===== config.mk =====
export PLATFORM = sky130hd
export DESIGN_NAME = sysref_phase_aligner
export DESIGN_NICKNAME = d
export VERILOG_FILES = /design/src/rtl/sysref_align_pkg.sv /design/src/rtl/sysref_tap_sampler.sv /design/src/rtl/sysref_edge_finder.sv /design/src/rtl/sysref_phase_aligner.sv
export SDC_FILE = /design/constraint.sdc
export NUM_CORES = 1
export LEC_CHECK = 0
export CAP_MARGIN = 20
export CORE_MARGIN = 2
export CORE_UTILIZATION = 40
export CTS_CLUSTER_SIZE = 16
export DETAILED_ROUTE_END_ITERATION = 8
export DONT_BUFFER_PORTS = 1
export HOLD_SLACK_MARGIN = 0.15
export PLACE_DENSITY = 0.66
export REMOVE_ABC_BUFFERS = 1
export SYNTH_ARGS = -nofsm -noshare
export SYNTH_HDL_FRONTEND = slang
export SYNTH_SLANG_ARGS = --single-unit
export TNS_END_PERCENT = 1

===== constraint.sdc =====
create_clock -name clk -period 7.15 [get_ports clk]
set_clock_uncertainty 0.15 [all_clocks]
set_input_delay 0.3575 -clock clk [delete_from_list [all_inputs] [get_ports clk]]
set_output_delay 0.3575 -clock clk [all_outputs]
set_load 0.005 [all_outputs]

===== src/rtl/sysref_align_pkg.sv =====
package sysref_align_pkg;

    typedef enum logic [2:0] {
        ST_IDLE,
        ST_SYNC,
        ST_WAIT,
        ST_LOAD,
        ST_SETTLE,
        ST_SAMPLE,
        ST_WRITE
    } align_state_e;

    // Outcome of one tap's sampling window
    typedef struct packed {
        logic last;   // final sample of the window is being taken
        logic level;  // majority decision, valid with last
    } tap_result_t;

    // Fine-delay code from a measured tap; period is a power of two
    function automatic int unsigned fine_code(
        input int unsigned meas,
        input int unsigned target,
        input int unsigned per_log2,
        input int unsigned ratio,
        input int unsigned max_code
    );
        int unsigned diff;
        int unsigned scaled;
        diff   = (target - meas) & ((32'd1 << per_log2) - 32'd1);
        scaled = diff * ratio;
        return (scaled > max_code) ? max_code : scaled;
    endfunction

endpackage


===== src/rtl/sysref_tap_sampler.sv =====
module sysref_tap_sampler
    import sysref_align_pkg::*;
#(
    parameter int SAMPLES = 64,
    localparam int CNT_W  = $clog2(SAMPLES + 1)
) (
    input  logic        clk,
    input  logic        rst,
    input  logic        clear,
    input  logic        en,
    input  logic        smp,
    output tap_result_t res
);

    logic [CNT_W-1:0] cnt_q;
    logic [CNT_W-1:0] ones_q;
    logic [CNT_W-1:0] ones_total;

    always_ff @(posedge clk) begin
        if (rst || clear) begin
            cnt_q  <= '0;
            ones_q <= '0;
        end else if (en) begin
            cnt_q  <= cnt_q + 1'b1;
            ones_q <= ones_q + CNT_W'(smp);
        end
    end

    always_comb begin
        ones_total = ones_q + CNT_W'(smp);
        res.last   = en && (cnt_q == CNT_W'(SAMPLES - 1));
        res.level  = (ones_total > CNT_W'(SAMPLES / 2));
    end

    AST_SAMPLE_WINDOW: assert property (@(posedge clk) disable iff (rst)
        en |-> (cnt_q < CNT_W'(SAMPLES)));

endmodule


===== src/rtl/sysref_edge_finder.sv =====
module sysref_edge_finder (
    input  logic clk,
    input  logic rst,
    input  logic clear,
    input  logic step,
    input  logic level,
    output logic hit
);

    logic have_prev_q;
    logic prev_q;

    always_ff @(posedge clk) begin
        if (rst || clear) begin
            have_prev_q <= 1'b0;
            prev_q      <= 1'b0;
        end else if (step) begin
            have_prev_q <= 1'b1;
            prev_q      <= level;
        end
    end

    assign hit = step && have_prev_q && !prev_q && level;

    AST_FIRST_TAP_NO_HIT: assert property (@(posedge clk) disable iff (rst)
        (clear ##1 step) |-> !hit);

endmodule


===== src/rtl/sysref_phase_aligner.sv =====
module sysref_phase_aligner
    import sysref_align_pkg::*;
#(
    parameter int NUM_TAPS    = 32,
    parameter int SAMPLES     = 64,
    parameter int SETTLE      = 8,
    parameter int SYNC_LEN    = 4,
    parameter int SYNC_WAIT   = 16,
    parameter int TPP_LOG2    = 4,
    parameter int TARGET_TAP  = 4,
    parameter int RATIO       = 3,
    parameter int FINE_W      = 5,
    parameter int COARSE_W    = 4,
    parameter int ADDR_W      = 8,
    parameter int DATA_W      = 8,
    parameter int FINE_ADDR   = 'h12,
    parameter int COARSE_ADDR = 'h13,
    localparam int TAP_W      = $clog2(NUM_TAPS),
    localparam int MAX_WAIT   = (SYNC_LEN > SYNC_WAIT)
                                ? ((SYNC_LEN > SETTLE) ? SYNC_LEN : SETTLE)
                                : ((SYNC_WAIT > SETTLE) ? SYNC_WAIT : SETTLE),
    localparam int CNT_W      = $clog2(MAX_WAIT + 1),
    localparam int FINE_MAX   = (1 << FINE_W) - 1
) (
    input  logic                clk,
    input  logic                rst,
    input  logic                start,
    input  logic                coarse_mode,
    input  logic [COARSE_W-1:0] saved_edge,
    output logic                sync_out,
    output logic                dly_load,
    output logic [TAP_W-1:0]    dly_tap,
    input  logic                sysref_smp,
    output logic                wr_valid,
    input  logic                wr_ready,
    output logic [ADDR_W-1:0]   wr_addr,
    output logic [DATA_W-1:0]   wr_data,
    output logic                busy,
    output logic                done,
    output logic                err,
    output logic [TAP_W-1:0]    meas_tap
);

    align_state_e        state_q;
    logic [CNT_W-1:0]    cnt_q;
    logic [TAP_W-1:0]    tap_q;
    logic                mode_q;
    logic [COARSE_W-1:0] saved_q;
    tap_result_t         tap_res;
    logic                edge_hit;

    sysref_tap_sampler #(
        .SAMPLES(SAMPLES)
    ) u_sampler (
        .clk  (clk),
        .rst  (rst),
        .clear(state_q == ST_LOAD),
        .en   (state_q == ST_SAMPLE),
        .smp  (sysref_smp),
        .res  (tap_res)
    );

    sysref_edge_finder u_finder (
        .clk  (clk),
        .rst  (rst),
        .clear(state_q == ST_SYNC),
        .step (tap_res.last),
        .level(tap_res.level),
        .hit  (edge_hit)
    );

    always_ff @(posedge clk) begin
        if (rst) begin
            state_q  <= ST_IDLE;
            cnt_q    <= '0;
            tap_q    <= '0;
            mode_q   <= 1'b0;
            saved_q  <= '0;
            wr_valid <= 1'b0;
            wr_addr  <= '0;
            wr_data  <= '0;
            done     <= 1'b0;
            err      <= 1'b0;
            meas_tap <= '0;
        end else begin
            done <= 1'b0;
            unique case (state_q)
                ST_IDLE: begin
                    if (start) begin
                        state_q <= ST_SYNC;
                        cnt_q   <= CNT_W'(SYNC_LEN - 1);
                        tap_q   <= '0;
                        mode_q  <= coarse_mode;
                        saved_q <= saved_edge;
                        err     <= 1'b0;
                    end
                end
                ST_SYNC: begin
                    if (cnt_q == '0) begin
                        state_q <= ST_WAIT;
                        cnt_q   <= CNT_W'(SYNC_WAIT - 1);
                    end else begin
                        cnt_q <= cnt_q - 1'b1;
                    end
                end
                ST_WAIT: begin
                    if (cnt_q != '0) begin
                        cnt_q <= cnt_q - 1'b1;
                    end else if (mode_q) begin
                        state_q  <= ST_WRITE;
                        wr_valid <= 1'b1;
                        wr_addr  <= ADDR_W'(COARSE_ADDR);
                        wr_data  <= DATA_W'(saved_q);
                    end else begin
                        state_q <= ST_LOAD;
                    end
                end
                ST_LOAD: begin
                    state_q <= ST_SETTLE;
                    cnt_q   <= CNT_W'(SETTLE - 1);
                end
                ST_SETTLE: begin
                    if (cnt_q == '0) begin
                        state_q <= ST_SAMPLE;
                    end else begin
                        cnt_q <= cnt_q - 1'b1;
                    end
                end
                ST_SAMPLE: begin
                    if (tap_res.last) begin
                        if (edge_hit) begin
                            state_q  <= ST_WRITE;
                            meas_tap <= tap_q;
                            wr_valid <= 1'b1;
                            wr_addr  <= ADDR_W'(FINE_ADDR);
                            wr_data  <= DATA_W'(fine_code(32'(tap_q), TARGET_TAP,
                                                          TPP_LOG2, RATIO, FINE_MAX));
                        end else if (tap_q == TAP_W'(NUM_TAPS - 1)) begin
                            state_q <= ST_IDLE;
                            err     <= 1'b1;
                        end else begin
                            state_q <= ST_LOAD;
                            tap_q   <= tap_q + 1'b1;
                        end
                    end
                end
                ST_WRITE: begin
                    if (wr_ready) begin
                        state_q  <= ST_IDLE;
                        wr_valid <= 1'b0;
                        done     <= 1'b1;
                    end
                end
                default: state_q <= ST_IDLE;
            endcase
        end
    end

    assign sync_out = (state_q == ST_SYNC);
    assign dly_load = (state_q == ST_LOAD);
    assign dly_tap  = tap_q;
    assign busy     = (state_q != ST_IDLE);

    AST_SYNC_WHILE_BUSY: assert property (@(posedge clk) disable iff (rst)
        sync_out |-> busy);
    AST_LOAD_SINGLE: assert property (@(posedge clk) disable iff (rst)
        dly_load |=> !dly_load);
    AST_COARSE_NO_LOAD: assert property (@(posedge clk) disable iff (rst)
        (busy && mode_q) |-> !dly_load);
    AST_WR_HOLD: assert property (@(posedge clk) disable iff (rst)
        (wr_valid && !wr_ready) |=> (wr_valid && $stable(wr_addr) && $stable(wr_data)));
    AST_DONE_PULSE: assert property (@(posedge clk) disable iff (rst)
        done |=> !done);
    AST_DONE_IDLE: assert property (@(posedge clk) disable iff (rst)
        done |-> (!busy && !wr_valid));
    AST_ERR_NO_WRITE: assert property (@(posedge clk) disable iff (rst)
        err |-> (!wr_valid && !busy));
    AST_RESET_QUIET: assert property (@(posedge clk)
        $past(rst) |-> (!wr_valid && !done && !err && !busy));

endmodule


# Word-level counts from Yosys, hierarchy flattened
# Cells that the tools add are included.
[word_totals] regBits=58 output_inout_bits=32 word_cells=112 in_bits=10
[op_classes] mul=1 mux=43 add_sub_neg=5 eq_ne=21 reduce_logical=24 bitwise_logic=1 magnitude_cmp=2
[op_table] op="$mux 8" count=8
[op_table] op="$mux 5" count=8
[op_table] op="$pmux 8 s2" count=2
[op_table] op="$pmux 5 s5" count=1
[op_table] op="$mux 3" count=8
[op_table] op="$ne 2x2->1 const B" count=12
[op_table] op="$pmux 3 s7" count=1
[op_table] op="$reduce_and 5->1" count=3
[op_table] op="$reduce_and 6->1" count=2
[op_table] op="$mux 1" count=10
[op_table] op="$pmux 5 s2" count=1
[op_table] op="$reduce_bool 5->1" count=2
[op_table] op="$eq 3x3->1 const B" count=3
[op_table] op="$add 7x1->7" count=1
[op_table] op="$add 7x1->7 const B" count=1
[op_table] op="$eq 7x6->1 const B" count=1
[op_table] op="$gt 7x6->1 const B" count=1
[op_table] op="$eq 3x2->1 const B" count=2
[op_table] op="$gt 6x5->1 const B" count=1
[op_table] op="$mul 4x2->6 const B" count=1
[op_table] op="$mux 6" count=1
[op_table] op="$reduce_bool 3->1" count=2
[op_table] op="$add 5x1->5 const B" count=1
[op_table] op="$eq 5x5->1 const B" count=1
[op_table] op="other kinds (18)" count=23

# Logic depth before layout (Yosys ltp)
[logic_depth] word_depth=8 ltp_mapped=11 ltp_nobuf=11

# Cells and area by module
# A second synthesis with hierarchy kept.
[hier_totals] hier_cells=321 hier_area_um2=2787.7
[by_module_without_submodules] mod="sysref_phase_aligner" seq_area_each_um2=680.7 cells_per_inst=236 instances=1 area_per_inst_um2=2015.7
[by_module_without_submodules] mod="sysref_tap_sampler" seq_area_each_um2=280.3 cells_per_inst=78 instances=1 area_per_inst_um2=693.2
[by_module_without_submodules] mod="sysref_edge_finder" seq_area_each_um2=40.0 cells_per_inst=7 instances=1 area_per_inst_um2=78.8

# Least setup slack after synthesis
# No wires, ideal clock.
[synth_path] path_kind="reg2reg" start="reg tap_q[0], in the netlist dly_tap[0]" end="reg wr_data[3]" setup_time_ns=0.116 stages_incl_launch_ff=10 period_less_slack_ns=2.368 arrival_ns=2.102 n_path_buf=0 slack_ns=4.782 required_ns=6.884 path_cell_list="dfxtp_1 inv_1 ha_1 xor2_1 fa_1 a21oi_1 nand2_1 o22ai_1 a211oi_1 a31o_1"
[synth_via] elab_chain_cells=7
[synth_lines] element="start, declared" line_no="sysref_phase_aligner.sv:46" source="logic [TAP_W-1:0] tap_q;"
[synth_lines] element="start signal, assigned" line_no="sysref_phase_aligner.sv:143" source="tap_q <= tap_q + 1'b1;"
[synth_lines] element="$sub 3x4->4 (*)" line_no="sysref_align_pkg.sv:29" source="diff = (target - meas) & ((32'd1 << per_log2) - 32'd1);"
[synth_lines] element="$mul 4x2->6 (*)" line_no="sysref_align_pkg.sv:30" source="scaled = diff * ratio;"
[synth_lines] element="$gt 6x5->1" line_no="sysref_align_pkg.sv:31" source="return (scaled > max_code) ? max_code : scaled;"
[synth_lines] element="$mux 6 (*)" line_no="sysref_align_pkg.sv:31"
[synth_lines] element="$mux 8 (*)" line_no="sysref_phase_aligner.sv:131" source="if (edge_hit) begin"
[synth_lines] element="$mux 8 (*)" line_no="sysref_phase_aligner.sv:130" source="if (tap_res.last) begin"
[synth_lines] element="$pmux 8 s2 (*)" line_no="sysref_phase_aligner.sv:87" source="unique case (state_q)"
[synth_lines] element="end signal, assigned" line_no="sysref_phase_aligner.sv:113" source="wr_data <= DATA_W'(saved_q);"
[synth_lines] element="end signal, assigned" line_no="sysref_phase_aligner.sv:136" source="wr_data <= DATA_W'(fine_code(32'(tap_q), TARGET_TAP,"
[synth_lines] element="end, declared" line_no="sysref_phase_aligner.sv:37" source="output logic [DATA_W-1:0] wr_data,"
# Every way passes the cells marked *; elsewhere a longest branch is shown, timed or not. The select of a mux whose other input is x is not followed.
# A chain may end at the register's enable or synchronous reset.

# Worst setup path after layout
[layout_path] start="reg state_q[0]" end="reg tap_q[4], in the netlist dly_tap[4]"
[layout_via] elab_chain_cells=7 word_cells_on_any_way=13 cone_classes="5 x eq/ne; 1 x mux; 7 x reduce/logical"
[layout_lines] element="start, declared" line_no="sysref_phase_aligner.sv:44" source="align_state_e state_q;"
[layout_lines] element="start signal, assigned" line_no="sysref_phase_aligner.sv:74" source="state_q <= ST_IDLE;"
[layout_lines] element="start signal, assigned" line_no="sysref_phase_aligner.sv:90" source="state_q <= ST_SYNC;"
[layout_lines] element="start signal, assigned" line_no="sysref_phase_aligner.sv:100" source="state_q <= ST_WAIT;"
[layout_lines] element="$eq 3x3->1" line_no="sysref_phase_aligner.sv:58, sysref_phase_aligner.sv:87"
[layout_lines] element="$logic_and 1x1->1" line_no="sysref_tap_sampler.sv:31" source="res.last = en && (cnt_q == CNT_W'(SAMPLES - 1));"
[layout_lines] element="$logic_and 1x1->1 (3 in a row)" line_no="sysref_edge_finder.sv:23" source="assign hit = step && have_prev_q && !prev_q && level;"
[layout_lines] element="$ne 2x2->1 (no line)"
[layout_lines] element="$reduce_and 5->1 (no line)"
# Parallel ways exist; a longest one is shown, timed or not.

==> impl_metrics.yaml <==
sta:
  worstMarginPinSlew_ns: 1.033
  setup_viol: 0
  rsz0062_at_grt: "no"
  fmax_mhz: 357.3
  timing.slew.headroom: 0.3088
  fin_setup_tns_ns: 0
  hold_violations: 0
  drv_slew: 0
  layout_min_cycle_time_ns: 2.799
  period_share: 0.3915
detailed_routing:
  first_pass_iters: 4
  wl_per_cell_um: 15.04
  routed_via_density: 5.653
  dr_total_vias: 2278
  drt-total-wl_mm: 6.063
  drtAntennaViolNets: 0
  drc: 0
  dr.first_iter.drc_count: 138
synth:
  ys_warn_count: 0
  yosysUniqueCellTypes: 63
  yosys.area_share.simple: 0.2287
  synthCells: 327
  avgSynthCellArea_um2: 8.448
  synth.area.mux_share: 0.02582
  synth-compound-area-share: 0.1970
  synth-seq-cells: 50
  synth_top_family_by_area: "simple AND/OR/NAND/NOR gates"
  synthAdderAreaFrac: 0.06159
  synth-xor-area-share: 0.06024
  synth_edf_count: 0
  async_reset_ff_frac: 0
  ys_seq_area_frac: 0.3623
  synth_top_flop_cell: "dfxtp_1"
  netlist_area_mm2: 0.002763
setup_path:
  reg2reg_slack_ns: 4.35
  slowest_stage: "dfxtp_1"
  rr_worst_depth: 6
  worstPathCellList: "nor2b_1 > nand2_1 > nor2_4 > o2111ai_2 > and2_1 > a41o_1"
  criticalPathCategory: "reg -> reg"
  start_kind: "flop"
  r2r-end: "dly_tap[4]$_SDFFE_PP0P_"
  worst_setup_path_end_kind: "flop"
  cp.required_ns: 7.20
  crit_arrival_ns: 2.85
  r2r-start: "state_q[0]$_SDFFE_PP0P_"
  slowest_delay_ns: 0.68
  path_max_fanout: 18
floorplanning:
  num_rows: 30
  pin_count: 42
  die_area_mm2: 0.007587
  core_mm2: 0.006756
  initial_core_util: 0.4089
  dieWidth_um: 87.11
  die_h_um: 87.11
final_layout:
  final_layout_size_suffix_gt1_frac: 0.06502
  multi_input_area_mm2: 0.001610
  fin_cells: 403
  final_area_mm2: 0.002925
  n_fill_cell: 666
  final_nets: 345
  seqCellArea_mm2: 0.001001
  synthToLayoutAreaGrowth_pct: 5.888
  num_antenna_cells: 0
placement:
  dp.cells: 388
  place_area_mm2: 0.002749
  io_buffers: 0
  hpwlAfterDp_mm: 4.136
  place_congestion: 0.8415
clocking:
  htree_levels: 2
  cts_made_buffers: 5
  root_buffer: "clkbuf_8"
  cts_setup_buffers: 0
  clock_path_buffers: 2
  tritoncts: "yes"
  path_clk_slew_ns: 0.09
  cts_num_sinks: 50
  clk_latency_ns: 0.30
run_status:
  outcome: "complete, no violations"
run:
  cap_violations: 0
power:
  finalPower_mw: 0.8375
  powerDensity_mw_per_mm2: 286.3
  peakVddDrop_v: 0.0001302
  p_leak_nw: 1.067
hold_path:
  hold_end: "wr_data[4]$_SDFFE_PP0P_"
  hold_path_startpoint: "rst"
  hold_class: "in -> reg"
  whs_path_depth: 2
global_route:
  grt_pass1_wl_mm: 10.38
  grt_usage: 0.1671
  grt_overflow_total: 0
  antenna_found_initial: 0
  grt_max_degree: 26
  grt_pass1_vias: 2189
-- through the flow --
stage / setup WS [ns] / hold WS (ns) / util
4_1_cts: 4.368 / 0.1507 / 0.4330
3_3_place_gp: 4.452 / 0.2806 / 0.4069
3_5_place_dp: 4.387 / 0.2822 / 0.4069
6_report: 4.351 / 0.1591 / 0.4330
2_1_floorplan: 4.730 / 0.2754 / -
5_1_grt: 4.027 / 0.1583 / 0.4330
-- power by group --
group / switching [mW] / internal (mW) / leakage (nW)
clock: 0.0934 / 0.105 / 0.0524
sequential: 0.0480 / 0.304 / 0.405
combinational: 0.166 / 0.122 / 0.610
-- what timing repair did --
action,4_1_cts,5_1_grt
hold buffers,7,0
gates resized for setup,0,0
hold endpoints to repair,25,0
-- final cells by class --
class,count,area share
multi-input cells,248,0.5505
clock buffers,7,0.02609
inverters,10,0.01283
repair buffers,7,0.02395
flip-flops and latches,50,0.3422
clock inverters,1,0.01027
well taps,80,0.03422
-- worst max-delay path: cells and delay by family, from the launching register on --
kind            cells  cell delay (ns)
flops               1             0.68
compound gates      2             0.70
simple gates        4             1.16
-- cell usage after synthesis, types with 4 or more instances --
master    instances  share of area
dfxtp_1          50           0.36
nor2_1           36          0.049
xnor2_1          11          0.035
xor2_1            8          0.025
buf_2             4         0.0072
ha_1             12          0.054
buf_4             8          0.022
nor3_1            7          0.013
mux2i_1           6          0.022
nand3_1           6          0.011
clkbuf_1         11          0.015
a21oi_1          20          0.036
nand4_1           7          0.016
a211oi_1          4          0.011
or3_1             4         0.0091
o21ai_0          19          0.034
o22ai_1           6          0.014
nand2_1          39          0.053
inv_1             9          0.012
-- sequential cells by signal, indices dropped and copies added, names as in the netlist --
signal / flops
u_sampler.cnt_q: 7
u_sampler.ones_q: 7
wr_data: 6
cnt_q: 5
dly_tap: 5
meas_tap: 5
saved_q: 4
state_q: 3
wr_addr: 2
done: 1
err: 1
mode_q: 1
u_finder.have_prev_q: 1
u_finder.prev_q: 1
wr_valid: 1
-- layer usage --
| metal | track usage | routed length, µm | share of wire |
|---|---|---|---|
| met1 | 0.2170 | 2754 | 0.45 |
| met2 | 0.2776 | 2842 | 0.47 |
| met3 | 0.04739 | 402 | 0.066 |
| met4 | 0.03497 | 64 | 0.011 |
| met5 | 0 | 0 | 0 |
-- worst max path at each step --
stage | startpoint | endpoint | slack, ns | cells after the start
after floorplan | sysref_smp | dly_tap[2]$_SDFFE_PP0P_ | 4.73 | 8
after global placement | state_q[0]$_SDFFE_PP0P_ | dly_tap[4]$_SDFFE_PP0P_ | 4.45 | 6
after detailed placement | state_q[0]$_SDFFE_PP0P_ | dly_tap[4]$_SDFFE_PP0P_ | 4.39 | 6
after CTS | state_q[0]$_SDFFE_PP0P_ | dly_tap[4]$_SDFFE_PP0P_ | 4.37 | 6
after global routing | state_q[0]$_SDFFE_PP0P_ | dly_tap[4]$_SDFFE_PP0P_ | 4.03 | 6
final | state_q[0]$_SDFFE_PP0P_ | dly_tap[4]$_SDFFE_PP0P_ | 4.35 | 6
-- kinds of logic (layout without fill, tap and decap cells) --
logic type | after synthesis | count (layout)
other cells | 1 | 7
simple gates | 125 | 125
compound gates | 77 | 77
xor+xnor | 19 | 19
buf+inv | 35 | 25
mux | 7 | 7
fa+ha+maj | 13 | 13
flops | 50 | 50
-- placed cells by master, fill, tap and decap left out, types with 6 or more instances in the layout --
cell / instances
dlygate4sd3_1: 7
conb_1: 7
inv_1: 9
xor2_1: 8
nor3_1: 7
o21ai_0: 19
o22ai_1: 6
nand4_1: 7
dfxtp_1: 50
xnor2_1: 11
a21oi_1: 20
nor2_1: 36
nand2_1: 39
ha_1: 12
nand3_1: 6
mux2i_1: 6
Note: power is estimated with default switching activity, not from simulation.
